--- src/rtl/spx_pkg.sv ---
package spx_pkg;
  localparam int BYTE_W    = 8;
  localparam int BIT_IDX_W = $clog2(BYTE_W);
  typedef logic [BYTE_W-1:0] byte_t;
endpackage

--- src/rtl/spx_pin_front.sv ---
module spx_pin_front #(
  parameter int STAGES = 2
) (
  input  logic clk_i,
  input  logic rst_ni,
  input  logic sck_i,
  input  logic csn_i,
  input  logic mosi_i,
  input  logic cpol_i,
  input  logic cpha_i,
  output logic sel_o,
  output logic mosi_o,
  output logic start_o,
  output logic stop_o,
  output logic sample_o,
  output logic shift_o
);
  // bit 2 = sck, bit 1 = csn, bit 0 = mosi
  localparam logic [2:0] IDLE = 3'b010;

  logic [STAGES-1:0][2:0] chain_q;
  logic sck_d_q, csn_d_q;
  logic sck_s, csn_s, rise, fall, lead, trail;

  always_ff @(posedge clk_i or negedge rst_ni) begin
    if (!rst_ni) begin
      chain_q <= {STAGES{IDLE}};
      sck_d_q <= 1'b0;
      csn_d_q <= 1'b1;
    end else begin
      chain_q[0] <= {sck_i, csn_i, mosi_i};
      for (int s = 1; s < STAGES; s++) chain_q[s] <= chain_q[s-1];
      sck_d_q <= chain_q[STAGES-1][2];
      csn_d_q <= chain_q[STAGES-1][1];
    end
  end

  assign sck_s  = chain_q[STAGES-1][2];
  assign csn_s  = chain_q[STAGES-1][1];
  assign mosi_o = chain_q[STAGES-1][0];

  assign rise  = sck_s & ~sck_d_q;
  assign fall  = ~sck_s & sck_d_q;
  assign lead  = cpol_i ? fall : rise;
  assign trail = cpol_i ? rise : fall;

  assign sel_o    = ~csn_s;
  assign start_o  = csn_d_q & ~csn_s;
  assign stop_o   = ~csn_d_q & csn_s;
  assign sample_o = sel_o & (cpha_i ? trail : lead);
  assign shift_o  = sel_o & (cpha_i ? lead : trail);
endmodule

--- src/rtl/spx_shift.sv ---
module spx_shift
  import spx_pkg::*;
(
  input  logic                 clk_i,
  input  logic                 rst_ni,
  input  logic                 sample_i,
  input  logic                 mosi_i,
  input  logic                 lsb_first_i,
  input  byte_t                tx_byte_i,
  input  logic [BIT_IDX_W-1:0] out_idx_i,
  output byte_t                rx_next_o,
  output logic                 bit_o
);
  byte_t rx_sr_q;
  logic [BIT_IDX_W-1:0] sel_idx;

  assign rx_next_o = lsb_first_i ? {mosi_i, rx_sr_q[BYTE_W-1:1]}
                                 : {rx_sr_q[BYTE_W-2:0], mosi_i};

  always_ff @(posedge clk_i or negedge rst_ni) begin
    if (!rst_ni)       rx_sr_q <= '0;
    else if (sample_i) rx_sr_q <= rx_next_o;
  end

  assign sel_idx = lsb_first_i ? out_idx_i : BIT_IDX_W'(BYTE_W - 1) - out_idx_i;
  assign bit_o   = tx_byte_i[sel_idx];
endmodule

--- src/rtl/spi_slave_xfer.sv ---
module spi_slave_xfer
  import spx_pkg::*;
#(
  parameter int CNT_W       = 13,
  parameter int SYNC_STAGES = 2
) (
  input  logic             clk_i,
  input  logic             rst_ni,
  input  logic             sck_i,
  input  logic             csn_i,
  input  logic             mosi_i,
  output logic             miso_o,
  output logic             miso_oe_o,
  input  logic             cpol_i,
  input  logic             cpha_i,
  input  logic             lsb_first_i,
  input  logic [CNT_W-1:0] max_rx_i,
  input  logic [CNT_W-1:0] max_tx_i,
  input  logic [7:0]       def_char_i,
  input  logic [7:0]       orc_char_i,
  input  logic             grant_i,
  output logic [CNT_W-1:0] tx_addr_o,
  output logic             tx_rd_o,
  input  logic [7:0]       tx_data_i,
  output logic [CNT_W-1:0] rx_addr_o,
  output logic             rx_wr_o,
  output logic [7:0]       rx_data_o,
  output logic [CNT_W-1:0] rx_amount_o,
  output logic [CNT_W-1:0] tx_amount_o,
  output logic             overflow_o,
  output logic             overread_o,
  input  logic             clr_overflow_i,
  input  logic             clr_overread_i,
  output logic             end_rx_o,
  output logic             end_o
);
  localparam logic [BIT_IDX_W-1:0] LAST_BIT = BIT_IDX_W'(BYTE_W - 1);

  logic sel, mosi_s, start, stop, sample, shift;

  spx_pin_front #(.STAGES(SYNC_STAGES)) u_front (
    .clk_i, .rst_ni, .sck_i, .csn_i, .mosi_i, .cpol_i, .cpha_i,
    .sel_o(sel), .mosi_o(mosi_s), .start_o(start), .stop_o(stop),
    .sample_o(sample), .shift_o(shift)
  );

  logic                 granted_q, cur_fill_q, pend_q;
  logic [BIT_IDX_W-1:0] in_bit_q, out_idx_q;
  byte_t                tx_byte_q, rx_next;
  logic [CNT_W-1:0]     ld_cnt_q, done_cnt_q, rx_cnt_q;
  logic                 miso_bit;

  spx_shift u_shift (
    .clk_i, .rst_ni, .sample_i(sample), .mosi_i(mosi_s), .lsb_first_i,
    .tx_byte_i(tx_byte_q), .out_idx_i(out_idx_q),
    .rx_next_o(rx_next), .bit_o(miso_bit)
  );

  // transmit byte fetch: first byte at select, later ones on the shift edge after a byte ends
  logic             eff_grant, from_buf, fetch;
  logic [CNT_W-1:0] ld_idx;
  byte_t            fetched;

  always_comb begin
    eff_grant = start ? grant_i : granted_q;
    ld_idx    = start ? '0 : ld_cnt_q;
    from_buf  = eff_grant && (ld_idx < max_tx_i);
    fetch     = start || (shift && pend_q);
    if (!eff_grant)    fetched = def_char_i;
    else if (from_buf) fetched = tx_data_i;
    else               fetched = orc_char_i;
  end

  assign tx_addr_o = ld_idx;
  assign tx_rd_o   = fetch && from_buf;
  assign miso_oe_o = sel;
  assign miso_o    = sel & miso_bit;

  logic byte_done, rx_room, ovf_set, ovr_set;
  assign byte_done = sample && (in_bit_q == LAST_BIT);
  assign rx_room   = rx_cnt_q < max_rx_i;
  assign ovf_set   = byte_done && granted_q && !rx_room;
  assign ovr_set   = sample && granted_q && cur_fill_q && (in_bit_q == '0);

  always_ff @(posedge clk_i or negedge rst_ni) begin
    if (!rst_ni) begin
      granted_q   <= 1'b0;
      cur_fill_q  <= 1'b0;
      pend_q      <= 1'b0;
      in_bit_q    <= '0;
      out_idx_q   <= '0;
      tx_byte_q   <= '0;
      ld_cnt_q    <= '0;
      done_cnt_q  <= '0;
      rx_cnt_q    <= '0;
      rx_wr_o     <= 1'b0;
      rx_addr_o   <= '0;
      rx_data_o   <= '0;
      end_rx_o    <= 1'b0;
      end_o       <= 1'b0;
      rx_amount_o <= '0;
      tx_amount_o <= '0;
    end else begin
      rx_wr_o  <= 1'b0;
      end_rx_o <= 1'b0;
      end_o    <= 1'b0;
      if (start) begin
        granted_q  <= grant_i;
        in_bit_q   <= '0;
        out_idx_q  <= '0;
        rx_cnt_q   <= '0;
        done_cnt_q <= '0;
      end
      if (fetch) begin
        tx_byte_q  <= fetched;
        cur_fill_q <= eff_grant && !from_buf;
        ld_cnt_q   <= ld_idx + CNT_W'(from_buf);
        pend_q     <= 1'b0;
      end
      if (shift) out_idx_q <= in_bit_q;
      if (sample) begin
        in_bit_q <= in_bit_q + 1'b1;
        if (byte_done) begin
          pend_q <= 1'b1;
          if (granted_q && !cur_fill_q) done_cnt_q <= done_cnt_q + 1'b1;
          if (granted_q && rx_room) begin
            rx_wr_o   <= 1'b1;
            rx_addr_o <= rx_cnt_q;
            rx_data_o <= rx_next;
            rx_cnt_q  <= rx_cnt_q + 1'b1;
            end_rx_o  <= (rx_cnt_q + 1'b1) == max_rx_i;
          end
        end
      end
      if (stop) begin
        if (granted_q) begin
          rx_amount_o <= rx_cnt_q;
          tx_amount_o <= done_cnt_q;
          end_o       <= 1'b1;
        end
        granted_q <= 1'b0;
      end
    end
  end

  // sticky flags, set wins over clear
  always_ff @(posedge clk_i or negedge rst_ni) begin
    if (!rst_ni) begin
      overflow_o <= 1'b0;
      overread_o <= 1'b0;
    end else begin
      if (ovf_set)             overflow_o <= 1'b1;
      else if (clr_overflow_i) overflow_o <= 1'b0;
      if (ovr_set)             overread_o <= 1'b1;
      else if (clr_overread_i) overread_o <= 1'b0;
    end
  end
endmodule

--- config.mk ---
export PLATFORM = sky130hd
export DESIGN_NAME = spi_slave_xfer
export DESIGN_NICKNAME = d
export VERILOG_FILES = /design/src/rtl/spx_pkg.sv /design/src/rtl/spx_pin_front.sv /design/src/rtl/spx_shift.sv /design/src/rtl/spi_slave_xfer.sv
export SDC_FILE = /design/constraint.sdc
export NUM_CORES = 1
export LEC_CHECK = 0
export CORE_AREA = 2 2 128 105
export CTS_BUF_LIST = sky130_fd_sc_hd__clkbuf_4 sky130_fd_sc_hd__clkbuf_8 sky130_fd_sc_hd__clkbuf_16
export CTS_CLUSTER_SIZE = 10
export DETAILED_ROUTE_END_ITERATION = 8
export DIE_AREA = 0 0 130 107
export PLACE_DENSITY = 0.85
export SLEW_MARGIN = 5
export SYNTH_ARGS = -nofsm -noshare
export SYNTH_HDL_FRONTEND = slang
export SYNTH_HIERARCHICAL = 1
export SYNTH_SLANG_ARGS = --single-unit
--- constraint.sdc ---
create_clock -name clk_i -period 7.2 [get_ports clk_i]
set_clock_uncertainty 0.2 [all_clocks]
set_input_delay 1.08 -clock clk_i [delete_from_list [all_inputs] [get_ports clk_i]]
set_output_delay 1.08 -clock clk_i [all_outputs]
set_load 0.005 [all_outputs]
-- Word-level counts from Yosys, hierarchy flattened
Cells that the tools add are included.
- register bits: 124
- bits of input ports: 61
- reduce and logical (&&, ||, !) cells: 23
- $lt $le $gt $ge: 3
- equality and inequality tests: 2
- multiplexer cells: 39
- bitwise logic cells: 11
- add/sub/neg operators: 5
- operator list (operator ; number):
    two-way mux 13 bit ; 9
    adder 13 x 1 -> 13 bit, second input constant ; 2
    less-than comparator 13 bit ; 2
    two-way mux 8 bit ; 3
    two-way mux 1 bit ; 22
    adder 13 x 1 -> 13 bit ; 1
    == test 13 bit ; 1
    logical AND 1 bit ; 12
    two-way mux 3 bit ; 4
    nonzero test 2 bit ; 4
    AND 1 bit ; 7
    less-than comparator 3 x 4 -> 1 bit, second input constant ; 1
    inverter 1 bit ; 4
    adder 3 x 1 -> 3 bit, second input constant ; 1
    binary-select mux 1 bit (select 3 bit) ; 1
    == test 3 bit, second input constant ; 1
    zero test 1 bit ; 3
    zero test 3 bit ; 1
    AND reduction 3 bit ; 1
    subtractor 3 bit, first input constant ; 1
    AND reduction 2 bit ; 1
    logical OR 1 bit ; 1

-- Logic depth before layout (Yosys ltp)
- word-level depth: 10
- gate-level depth with buffers: 20

-- By module
The synthesis kept the hierarchy.
- modules (own cells, without submodules) (module ; seq. area each (µm²) ; area each (µm²) ; cells an instance ; instances):
    spi_slave_xfer ; 2702.6 ; 6216.0 ; 619 ; 1
    spx_shift ; 200.2 ; 608.1 ; 50 ; 1
    spx_pin_front ; 203.9 ; 266.5 ; 16 ; 1

-- Least setup slack after synthesis
OpenSTA, ideal clock, no wires.
- path kind: reg-to-output
- from: register u_front.csn_d_q
- to: output tx_rd_o
- path buffers: 5
- stages on the path, launching flop included: 14
- data arrival time: 3.284 ns
- required time: 5.920 ns
- path slack: 2.636 ns
- cell sequence: dfstp_2 -> and2b_2 -> buf_2 -> clkbuf_1 -> clkbuf_1 -> clkbuf_1 -> nor2b_1 -> ha_1 -> nand4_1 -> or4_4 -> a21oi_4 -> buf_6 -> or2_1 -> nor3_1
- word-level cells in the longest chain between the ends: 5
- RTL lines (element ; RTL line ; text):
    start, declared ; spx_pin_front.sv:22 ; logic sck_d_q, csn_d_q;
    start signal, assigned ; spx_pin_front.sv:34 ; csn_d_q <= chain_q[STAGES-1][1];
    AND 1 bit ; spx_pin_front.sv:48 ; assign start_o = csn_d_q & ~csn_s;
    via start ; spi_slave_xfer.sv:39 ; logic sel, mosi_s, start, stop, sample, shift;
    two-way mux 13 bit ; spi_slave_xfer.sv:66 ; ld_idx = start ? '0 : ld_cnt_q;
    via tx_addr_o[12] ; spi_slave_xfer.sv:22 ; output logic [CNT_W-1:0] tx_addr_o,
    less-than comparator 13 bit ; spi_slave_xfer.sv:67 ; from_buf = eff_grant && (ld_idx < max_tx_i);
    logical AND 1 bit ; spi_slave_xfer.sv:67 ;
    logical AND 1 bit ; spi_slave_xfer.sv:75 ; assign tx_rd_o = fetch && from_buf;
    end, declared ; spi_slave_xfer.sv:23 ; output logic tx_rd_o,
The timed path passes the listed nets, and every way through them passes these cells.

-- Worst setup path in the final report
- from: register u_front.csn_d_q
- to: output tx_rd_o
- word-level cells in the longest chain between the ends: 5
- RTL lines (element ; RTL line):
    AND 1 bit * ; spx_pin_front.sv:48
    via start ; spi_slave_xfer.sv:39
    two-way mux 13 bit ; spi_slave_xfer.sv:66
    less-than comparator 13 bit ; spi_slave_xfer.sv:67
    logical AND 1 bit ; spi_slave_xfer.sv:67
    logical AND 1 bit * ; spi_slave_xfer.sv:75
Mark *: on every way through the listed nets, which the timed path passes. The rest lies on a longest branch.

==> metrics.md <==
| Metric | Value |
|---|---|
| Run status | finished clean |
| Synth Cell Area | 7090 um^2 |
| Leak pwr | 4.08 nW |
| Setup crit start | u_front/csn_d_q$_DFF_PN1_ |
| Initial Utilization | 56.1% |
| Most frequent cells in the layout | clkdlybuf4s50_1, dfrtp_1, nand2_1, inv_1 |
| Pins over their slew limit | 0 |
| DP Worst Slack | 2.21 ns |
| Die Height | 107 um |
| Core ar. | 12600 um^2 |
| Antenna violations before repair | 0 |
| Comb pwr share | 12.1% |
| Hold buffers post-CTS | 0 |
| Worst r2r src | u_front/csn_d_q$_DFF_PN1_ |
| Area grow syn2layout | 26.6% |
| Clock Root Buffer | clkbuf_16 |
| Internal | 1.33 mW |
| Fillers | 919 |
| Total grt overflow | 0 |
| Hold/Removal Path Class | reg -> reg |
| Clock latency on the worst-skew pair | 0.41 ns |
| Worst slew margin | 22.9% |
| Layout cells sized above 1 | 15.8% |
| Die Wd | 130 um |
| Arr. time, crit path | 3.97 ns |
| RSZ-0062 raised after global routing | false |
| Setup_tns | 0 ns |
| Via density | 5.73 |
| Router iterations before antenna repair | 5 |
| Ports | 129 |
| Number of global-route vias before repair | 5730 |
| # resized after CTS | 0 |
| Ys async rst share | 100% |
| Area of the multi-input gates | 3600 um^2 |
| Die footprint | 13900 um^2 |
| Clock-pin transition on the worst setup and hold timing paths | 0.06 ns |
| Yosys reg bits | 124 |
| Hold Violations, Final | 0 |
| Reg power frac | 42.7% |
| Register area | 3110 um^2 |
| Main synth FF type | dfrtp_1 |
| Hold Crit Start | u_front/chain_q[0]$_DFF_PN0_ |
| Setup Viol. Count Final | 0 |
| GRT Util Overall | 26.2% |
| Nets@finish | 888 |
| Wire length per cell | 17.6 um |
| CP Capture Type | output port |
| Sw Share | 25.6% |
| Final WL | 17.4 mm |
| CTS tree | built |
| Pin count of the biggest net entering global routing | 76 |
| Clock network fraction of total power | 45.2% |
| Sequential area share after synthesis | 43.8% |
| Synth warn | 6 |
| Clock Tree Buf Depth | 2 |
| Switching Power | 0.458 mW |
| Syn nets | 774 |
| Worst Tran Pin Value | 1.15 ns |
| Layout Utilization | 71.0% |
| Detailed placement HPWL | 12.5 mm |
| Power per cell area | 199 nW/um^2 |
| Max Freq | 190 MHz |
| Syn Inst Count | 685 |
| Clock sink total | 124 |
| Min Hold Slack | 0.148 ns |
| Routed Antenna Nets | 0 |
| Number of synthesized flops with an enable pin | 0 |
| CP Launch Type | flip-flop |
| H-tree depth | 4 |
| Residual DRC | 0 |
| Max IR drop VDD | 0.166 mV |
| # rows | 37 |
| Port bufs | 128 |
| Commonest non-fill, non-tap cell in the layout | clkdlybuf4s50_1 |
| Via count | 5651 |
| Final setup margin | 1.95 ns |
| Antenna Cells | 0 |
| Avg Inst Size Synth | 10.4 um^2 |
| Worst endpoint required time | 5.92 ns |
| Critical path class | reg -> out |
| Postcts setup bufs | 0 |
| Initial DRC Count | 366 |
| Max cap viols | 0 |
| Power, Total | 1.79 mW |
| GPL Wtd Cong | 0.937 |
| Synth unique cells | 71 |
| Max FO, Critical Path | 40 |
| First-pass GRT wire length | 28.6 mm |
| Fin crit share | 73.0% |
| Number of CTS-inserted buffers | 17 |
| Minimum clock period | 5.25 ns |
-- power by group through the flow --
stage	clock [mW]	combinational, mW	sequential (mW)
4_1_cts	0.822	0.216	0.763
2_1_floorplan	0	0.131	0.763
6_report	0.809	0.216	0.763
3_3_place_gp	0	0.203	0.771
3_5_place_dp	0	0.212	0.774
5_1_grt	0.859	0.237	0.767
-- cell usage after synthesis (7+ instances only) --
| cell type | count | area [um^2] |
|---|---|---|
| a21bo_2 | 7 | 70.1 |
| a21o_1 | 8 | 60.1 |
| a21oi_1 | 15 | 75.1 |
| a21oi_2 | 8 | 70.1 |
| a31oi_1 | 10 | 62.6 |
| and2_1 | 9 | 56.3 |
| and3_1 | 8 | 50.1 |
| buf_2 | 10 | 50.1 |
| clkbuf_1 | 15 | 56.3 |
| dfrtp_1 | 121 | 3030 |
| ha_1 | 28 | 350 |
| inv_1 | 48 | 180 |
| mux2_2 | 37 | 417 |
| mux2_4 | 19 | 285 |
| mux2i_1 | 7 | 70.1 |
| nand2_1 | 50 | 188 |
| nand2b_1 | 7 | 43.8 |
| nand3_1 | 16 | 80.1 |
| nand4_1 | 8 | 50.1 |
| nor2_1 | 39 | 146 |
| nor2b_1 | 15 | 93.8 |
| nor3_1 | 12 | 60.1 |
| o211ai_1 | 20 | 150 |
| o21ai_0 | 39 | 195 |
| o41a_1 | 8 | 90.1 |
| xnor2_1 | 22 | 193 |
| xor2_1 | 7 | 61.3 |
-- metrics by stage --
step	cell area, um^2	instances
after global routing	8970	987
after floorplan	7090	685
after CTS	8970	987
after global placement	8410	955
after detailed placement	8410	955
final	8970	987
-- cell type report --
| type | count | area share [%] |
|---|---|---|
| repair buffers | 131 | 14.5 |
| well taps | 175 | 2.44 |
| flip-flops and latches | 124 | 34.6 |
| clock buffers | 18 | 4.82 |
| clock inverters | 14 | 1.49 |
| multi-input cells | 477 | 40.1 |
| inverters | 48 | 2.01 |
-- cell families (layout without fill, tap and decap cells) --
family / Yosys count / in the layout / synth area share (%)
AO/OA/AOI/OAI: 167 / 167 / 17.2
buffers and inverters: 84 / 211 / 5.47
AND/OR/NAND/NOR: 189 / 189 / 14.0
XOR/XNOR: 29 / 29 / 3.58
adder cells (fa/ha/maj): 29 / 29 / 5.10
flip-flops: 124 / 124 / 43.8
multiplexers: 63 / 63 / 10.9
-- flip-flops by register name, summed over array words and instances, names as in the netlist, 3 cells and up --
name             flops
out_idx_q            3
u_front/chain_q      5
rx_amount_o         13
tx_amount_o         13
u_shift/rx_sr_q      8
done_cnt_q          13
rx_cnt_q            13
ld_cnt_q            13
rx_addr_o           13
tx_byte_q            8
in_bit_q             3
rx_data_o            8
-- worst max-delay path, stage by stage (launching register included) --
cell	delay (ns)
dfstp_2	0.54
and2b_2	0.62
nor2b_1	0.22
ha_1	0.36
nand4_1	0.18
or4_4	0.54
a21oi_4	0.38
or2_1	0.18
nor3_1	0.07
clkdlybuf4s50_1	0.46
-- per-layer routing --
layer	vias up	part of all wire [%]	track usage, %
met5	-	0	0
met4	0	1.7	8.76
met3	26	6.4	5.99
met2	217	47	41.5
met1	2732	45	35.6
li1	2676	-	-
-- final timing paths --
path | end | slack (ns) | cells past startpoint
setup / recovery | tx_rd_o | 1.95 | 9
hold / removal | u_front/mosi_o$_DFF_PN0_ | 0.15 | 0
setup reg to reg | ld_cnt_q[12]$_DFFE_PN0P_ | 2.77 | 15
hold reg to reg | u_front/mosi_o$_DFF_PN0_ | 0.15 | 0
max in group asynchronous | tx_amount_o[8]$_DFFE_PN0P_ | 4.97 | 2
min in group asynchronous | rx_amount_o[11]$_DFFE_PN0P_ | 0.61 | 1
(Power assumes the default switching activity.)
